$ cat src/rtl/burst_timer_pkg.sv
package burst_timer_pkg;
  localparam int unsigned CFG_W = 16;

  typedef logic [CFG_W-1:0] cfg_t;

  // zero means one
  function automatic cfg_t eff_limit(input cfg_t raw);
    return (raw == '0) ? cfg_t'(1) : raw;
  endfunction

  // count reaches the final value of a cycle of length raw
  function automatic logic is_terminal(input cfg_t cnt, input cfg_t raw);
    return cnt == (eff_limit(raw) - cfg_t'(1));
  endfunction
endpackage

$ cat src/rtl/bt_wrap_counter.sv
module bt_wrap_counter
  import burst_timer_pkg::*;
#(
  parameter int unsigned W = CFG_W
) (
  input  logic         clk,
  input  logic         rst_n,
  input  logic         clr_i,
  input  logic         adv_i,
  input  logic [W-1:0] limit_i,
  output logic         wrap_o
);
  logic [W-1:0] cnt_q;
  logic         at_end;

  assign at_end = is_terminal(cfg_t'(cnt_q), cfg_t'(limit_i));
  assign wrap_o = adv_i & at_end;

  always_ff @(posedge clk or negedge rst_n) begin
    if (!rst_n)       cnt_q <= '0;
    else if (clr_i)   cnt_q <= '0;
    else if (adv_i)   cnt_q <= at_end ? '0 : cnt_q + 1'b1;
  end

  assert_cnt_in_range_R6: assert property (@(posedge clk) disable iff (!rst_n)
    cfg_t'(cnt_q) < eff_limit(cfg_t'(limit_i)) || $changed(limit_i) || clr_i || $past(clr_i));
endmodule

$ cat src/rtl/bt_chip_gen.sv
module bt_chip_gen
  import burst_timer_pkg::*;
#(
  parameter int unsigned W       = CFG_W,
  parameter int unsigned SYNC_FF = 2
) (
  input  logic         clk,
  input  logic         rst_n,
  input  logic         run_i,
  input  logic         clr_i,
  input  logic         ext_sel_i,
  input  logic [W-1:0] div_i,
  input  logic         ext_ref_i,
  output logic         chip_stb_o
);
  logic [SYNC_FF-1:0] sync_q;
  logic               ref_prev_q;
  logic               ext_edge;
  logic               div_wrap;

  always_ff @(posedge clk or negedge rst_n) begin
    if (!rst_n) begin
      sync_q     <= '0;
      ref_prev_q <= 1'b0;
    end else begin
      sync_q     <= {sync_q[SYNC_FF-2:0], ext_ref_i};
      ref_prev_q <= sync_q[SYNC_FF-1];
    end
  end

  assign ext_edge = sync_q[SYNC_FF-1] & ~ref_prev_q;

  bt_wrap_counter #(.W(W)) div_cnt_i (
    .clk    (clk),
    .rst_n  (rst_n),
    .clr_i  (clr_i),
    .adv_i  (run_i & ~ext_sel_i),
    .limit_i(div_i),
    .wrap_o (div_wrap)
  );

  assign chip_stb_o = run_i & (ext_sel_i ? ext_edge : div_wrap);

  assert_ext_single_R7: assert property (@(posedge clk) disable iff (!rst_n)
    ext_edge |=> !ext_edge);
  assert_div_spacing_R2: assert property (@(posedge clk) disable iff (!rst_n)
    (chip_stb_o && !ext_sel_i && div_i > 1 && $stable(div_i)) |=> !chip_stb_o);
endmodule

$ cat src/rtl/burst_timer.sv
module burst_timer
  import burst_timer_pkg::*;
(
  input  logic             clk,
  input  logic             rst_n,
  input  logic [CFG_W-1:0] cfg_div_i,
  input  logic [CFG_W-1:0] cfg_chips_i,
  input  logic [CFG_W-1:0] cfg_syms_i,
  input  logic             cfg_ext_sel_i,
  input  logic             start_i,
  input  logic             ext_ref_i,
  output logic             chip_stb_o,
  output logic             sym_stb_o,
  output logic             burst_active_o,
  output logic             burst_done_o
);
  cfg_t div_q, chips_q, syms_q;
  logic ext_sel_q;
  logic active_q, done_q;
  logic start_acc;
  logic chip_stb, sym_stb, burst_wrap, last_sym;

  assign start_acc = start_i & ~active_q;

  always_ff @(posedge clk or negedge rst_n) begin
    if (!rst_n) begin
      div_q     <= '0;
      chips_q   <= '0;
      syms_q    <= '0;
      ext_sel_q <= 1'b0;
    end else if (start_acc) begin
      div_q     <= cfg_div_i;
      chips_q   <= cfg_chips_i;
      syms_q    <= cfg_syms_i;
      ext_sel_q <= cfg_ext_sel_i;
    end
  end

  bt_chip_gen #(.W(CFG_W)) chip_gen_i (
    .clk       (clk),
    .rst_n     (rst_n),
    .run_i     (active_q),
    .clr_i     (start_acc),
    .ext_sel_i (ext_sel_q),
    .div_i     (div_q),
    .ext_ref_i (ext_ref_i),
    .chip_stb_o(chip_stb)
  );

  bt_wrap_counter #(.W(CFG_W)) sym_cnt_i (
    .clk    (clk),
    .rst_n  (rst_n),
    .clr_i  (start_acc),
    .adv_i  (chip_stb),
    .limit_i(chips_q),
    .wrap_o (sym_stb)
  );

  bt_wrap_counter #(.W(CFG_W)) burst_cnt_i (
    .clk    (clk),
    .rst_n  (rst_n),
    .clr_i  (start_acc),
    .adv_i  (sym_stb),
    .limit_i(syms_q),
    .wrap_o (burst_wrap)
  );

  assign last_sym = burst_wrap;

  always_ff @(posedge clk or negedge rst_n) begin
    if (!rst_n) begin
      active_q <= 1'b0;
      done_q   <= 1'b0;
    end else begin
      done_q <= last_sym;
      if (start_acc)     active_q <= 1'b1;
      else if (last_sym) active_q <= 1'b0;
    end
  end

  assign chip_stb_o     = chip_stb;
  assign sym_stb_o      = sym_stb;
  assign burst_active_o = active_q;
  assign burst_done_o   = done_q;

  assert_sym_needs_chip_R3: assert property (@(posedge clk) disable iff (!rst_n)
    sym_stb_o |-> chip_stb_o);
  assert_idle_quiet_R4: assert property (@(posedge clk) disable iff (!rst_n)
    !burst_active_o |-> (!chip_stb_o && !sym_stb_o));
  assert_done_follows_end_R5: assert property (@(posedge clk) disable iff (!rst_n)
    $fell(burst_active_o) |-> burst_done_o);
  assert_done_idle_R5: assert property (@(posedge clk) disable iff (!rst_n)
    burst_done_o |-> (!burst_active_o && $past(sym_stb_o)));
  assert_cfg_held_R8: assert property (@(posedge clk) disable iff (!rst_n)
    (burst_active_o && $past(burst_active_o)) |-> ($stable(div_q) && $stable(syms_q) && $stable(chips_q)));
endmodule

$ cat config.mk
export PLATFORM = sky130hd
export DESIGN_NAME = burst_timer
export DESIGN_NICKNAME = d
export VERILOG_FILES = /design/src/rtl/burst_timer_pkg.sv /design/src/rtl/bt_wrap_counter.sv /design/src/rtl/bt_chip_gen.sv /design/src/rtl/burst_timer.sv
export SDC_FILE = /design/constraint.sdc
export NUM_CORES = 1
export LEC_CHECK = 0
export BUFFER_PORTS_ARGS = -buffer_cell sky130_fd_sc_hd__buf_2
export CORE_MARGIN = 2
export CORE_UTILIZATION = 50
export DETAILED_ROUTE_END_ITERATION = 6
export PLACE_DENSITY = 0.7
export SLEW_MARGIN = 10
export SYNTH_ARGS = -nofsm -noshare
export SYNTH_HDL_FRONTEND = slang
export SYNTH_SLANG_ARGS = --single-unit
export TNS_END_PERCENT = 50
$ cat constraint.sdc
create_clock -name clk -period 5.03 [get_ports clk]
set_clock_uncertainty 0.05 [all_clocks]
set_input_delay 0.2515 -clock clk [delete_from_list [all_inputs] [get_ports clk]]
set_output_delay 0.2515 -clock clk [all_outputs]
set_load 0.01 [all_outputs]
==> qor.txt <==
worst setup margin - 0.389 ns
PD cells - 316 mW/mm2
post-placement setup slack - 0.580 ns
actual slew at the worst max-slew pin - 1.10 ns
area of the multi-input gates - 0.00385 mm2
reg2reg setup slack - 0.63 ns
Synth Instances - 724
Final Max Tran Viols - 0
worst-skew pair later-pin latency - 0.36 ns
Vias/cell - 6.19
Int Power - 1.60 mW
status - completed
final core utilization - 0.567
initial core utilization - 0.508
core footprint - 0.0131 mm2
GRT overflow - 0
Fmax achieved - 215 MHz
type of origin of the critical path - register
yosys warns - 0
Routed WL - 17100 um
post-synthesis net count - 783
reg2reg path depth - 13
1st-iter DRT viols - 432
total track usage - 0.251
vias in the first global route - 5880
clock power share - 0.334
Distinct cells, synth - 69
sequential share of power - 0.455
Pleak - 2.95 nW
Max clock buf depth - 2
Arrival @ worst endpoint - 4.34 ns
minimum clock period - 4.64 ns
via count - 5866
Die X - 120 um
Comb pwr share - 0.211
async set or reset register ratio after synthesis - 1.00
Port Buffer Count - 56
first-pass GRT wire length - 28800 um
P_sw - 0.753 mW
post-route setup TNS - 0 ns
initial antenna violation count - 0
Rel. slew slack - 0.263
Clk pin slew, worst setup/hold paths - 0.07 ns
Crit. End Element - output port
Final period util - 0.923
Min-Delay Path Depth - 3
Hold Path Class - in -> reg
RSZ-0062 raised after global routing - no
CP Data Required Time - 4.73 ns
post-DR wirelength/cell - 18.1 um
CTS sink cnt - 102
CTS tree - done
clock root cell - clkbuf_16
syn_area_per_cell - 9.22 um2
GP Congestion - 0.918
die area - 0.0143 mm2
Final HPWL DP - 12400 um
Mapped Area - 0.00667 mm2
largest net degree at the start of global routing - 55
critical path class - reg -> out
EDFF count, synth - 0
Net Sw Frac - 0.320
Residual DRC - 0
Fillers - 1204
sequential share of the synthesized area - 0.382
H-tree depth - 3
crit path max fanout - 18
I/O pin total - 57
# Post-CTS Setup Buffers - 0
Area Overhead vs Synth - 11.7%
# rows - 42
final hold vios - 0
# diodes - 0
Yosys reg bits - 102
maximum ir drop on the vdd rail - 0.162 mV
Reg area - 0.00255 mm2
fin nets - 826
DRT Pass-1 Iters - 4
layout cells sized above 1 - 0.183
Post-synth top flop - dfrtp_1
Max Cap Viol - 0
TritonCTS Buffers - 9
Setup Viol. Count Final - 0
Routed Antenna Nets - 0
DIE HEIGHT - 120 um
final timing paths:
check                                                   endpoint                      startpoint
worst max-delay path                                  chip_stb_o            div_q[9]$_DFFE_PN0P_
worst min-delay path                        div_q[1]$_DFFE_PN0P_                    cfg_div_i[1]
worst max register to register  burst_cnt_i.cnt_q[5]$_DFFE_PN0P_            div_q[9]$_DFFE_PN0P_
worst min register to register    chip_gen_i.sync_q[1]$_DFF_PN0_  chip_gen_i.sync_q[0]$_DFF_PN0_
max in group asynchronous                   div_q[9]$_DFFE_PN0P_                           rst_n
min in group asynchronous                 syms_q[14]$_DFFE_PN0P_                           rst_n
kinds of logic (layout without fill, tap and decap cells):
kind of cell	after synthesis	count (layout)	share of synthesized area
compound gates	164	164	0.169
xor+xnor	55	55	0.0722
fa+ha+maj	6	6	0.0112
buf+inv	69	117	0.0435
flops	102	102	0.382
mux	52	52	0.0862
simple gates	276	276	0.235
power by group through the flow:
| stage | sequential (mW) | clock [mW] | combinational, mW |
|---|---|---|---|
| floorplan | 1.01 | 0 | 0.398 |
| CTS | 1.07 | 0.802 | 0.497 |
| finish | 1.07 | 0.787 | 0.497 |
| detailed placement | 1.08 | 0 | 0.492 |
| global route | 1.09 | 0.842 | 0.556 |
| global placement | 1.08 | 0 | 0.473 |
per-stage QoR:
step,std cells,hold WS (ns),instance area (um2),power [mW]
floorplan,724,-0.0941,6670,1.41
global placement,930,0.272,7100,1.55
detailed placement,930,0.271,7100,1.58
CTS,948,0.0456,7450,2.37
global route,948,0.0419,7450,2.49
finish,948,0.0540,7450,2.36
area by class of cell:
class                           count  share of cell area
Multi-Input combinational cell    553               0.516
Clock buffer                       10              0.0321
Timing Repair Buffer               67              0.0497
Clock inverter                      6              0.0126
Sequential cell                   102               0.343
Inverter                           34              0.0171
Tap cell                          176              0.0295
synth_stat cells, types with 7 or more instances:
library cell | number | share of area
or4_1 | 15 | 0.017
xor2_1 | 19 | 0.025
nor3b_1 | 15 | 0.017
nand3_1 | 31 | 0.023
nor4_1 | 15 | 0.014
buf_2 | 10 | 0.0075
or3_1 | 9 | 0.0084
mux2_2 | 44 | 0.074
a211oi_1 | 14 | 0.016
and3_1 | 17 | 0.016
o2111ai_1 | 12 | 0.016
a21oi_1 | 14 | 0.010
o22a_1 | 8 | 0.010
o31ai_1 | 9 | 0.010
dfrtp_1 | 102 | 0.38
nor3_1 | 33 | 0.025
mux2i_1 | 8 | 0.012
o31a_1 | 7 | 0.0092
inv_1 | 34 | 0.019
nor2b_1 | 7 | 0.0066
xnor2_1 | 36 | 0.047
nor2_1 | 44 | 0.025
clkbuf_1 | 20 | 0.011
o21ai_0 | 52 | 0.039
nand2_1 | 44 | 0.025
routing by layer:
layer	part of all wire	vias up	wire length, um	global-route usage
met1	0.44	2915	7610	0.325
met5	0	-	0	0
li1	-	2790	-	-
met4	0.022	0	372	0.103
met2	0.50	131	8530	0.428
met3	0.036	30	614	0.0285
worst max-delay path, cell delays in order, from the launching register on:
cell and delay, ns:
dfrtp_1 0.46, or4_1 0.69, nor4b_4 0.43, a21oi_1 0.14
ha_1 0.28, or3b_2 0.24, nor2_1 0.05, xnor2_1 0.13
a2111oi_1 0.48, nand4b_1 0.16, o21a_1 0.24, inv_1 0.20
buf_4 0.30, buf_2 0.17
flip-flops by register name (all words and copies together), names as in the netlist, 2 cells and up:
name / flops
syms_q: 16
div_q: 16
chips_q: 16
chip_gen_i.sync_q: 2
burst_cnt_i.cnt_q: 16
sym_cnt_i.cnt_q: 16
chip_gen_i.div_cnt_i.cnt_q: 16
cells in the final DEF (no fill, tap or decap), drive strengths merged, types with 6 or more instances in the layout:
cell | Yosys | final
a211oi | 14 | 14
o31ai | 9 | 9
or3 | 10 | 10
or4 | 17 | 17
xor2 | 19 | 19
or2 | 6 | 6
dfrtp | 102 | 102
nand2b | 6 | 6
mux2i | 8 | 8
ha | 6 | 6
o22a | 8 | 8
nor4 | 17 | 17
nor2b | 7 | 7
a31oi | 6 | 6
nand3 | 31 | 31
clkbuf | 20 | 10
nand2 | 44 | 44
o31a | 7 | 7
and3 | 17 | 17
nor3 | 34 | 34
inv | 34 | 35
nor3b | 16 | 16
o21ai | 53 | 53
buf | 15 | 65
a22o | 6 | 6
o2111ai | 12 | 12
nor2 | 44 | 44
mux2 | 44 | 44
o22ai | 6 | 6
xnor2 | 36 | 36
a21oi | 14 | 14
timing repair:
item                                    CTS  global route
hold buffers                              2             0
gates resized for setup                   0             1
endpoints found under the setup margin    0             1
endpoints found under the hold margin    49             0
(Power assumes the default switching activity.)
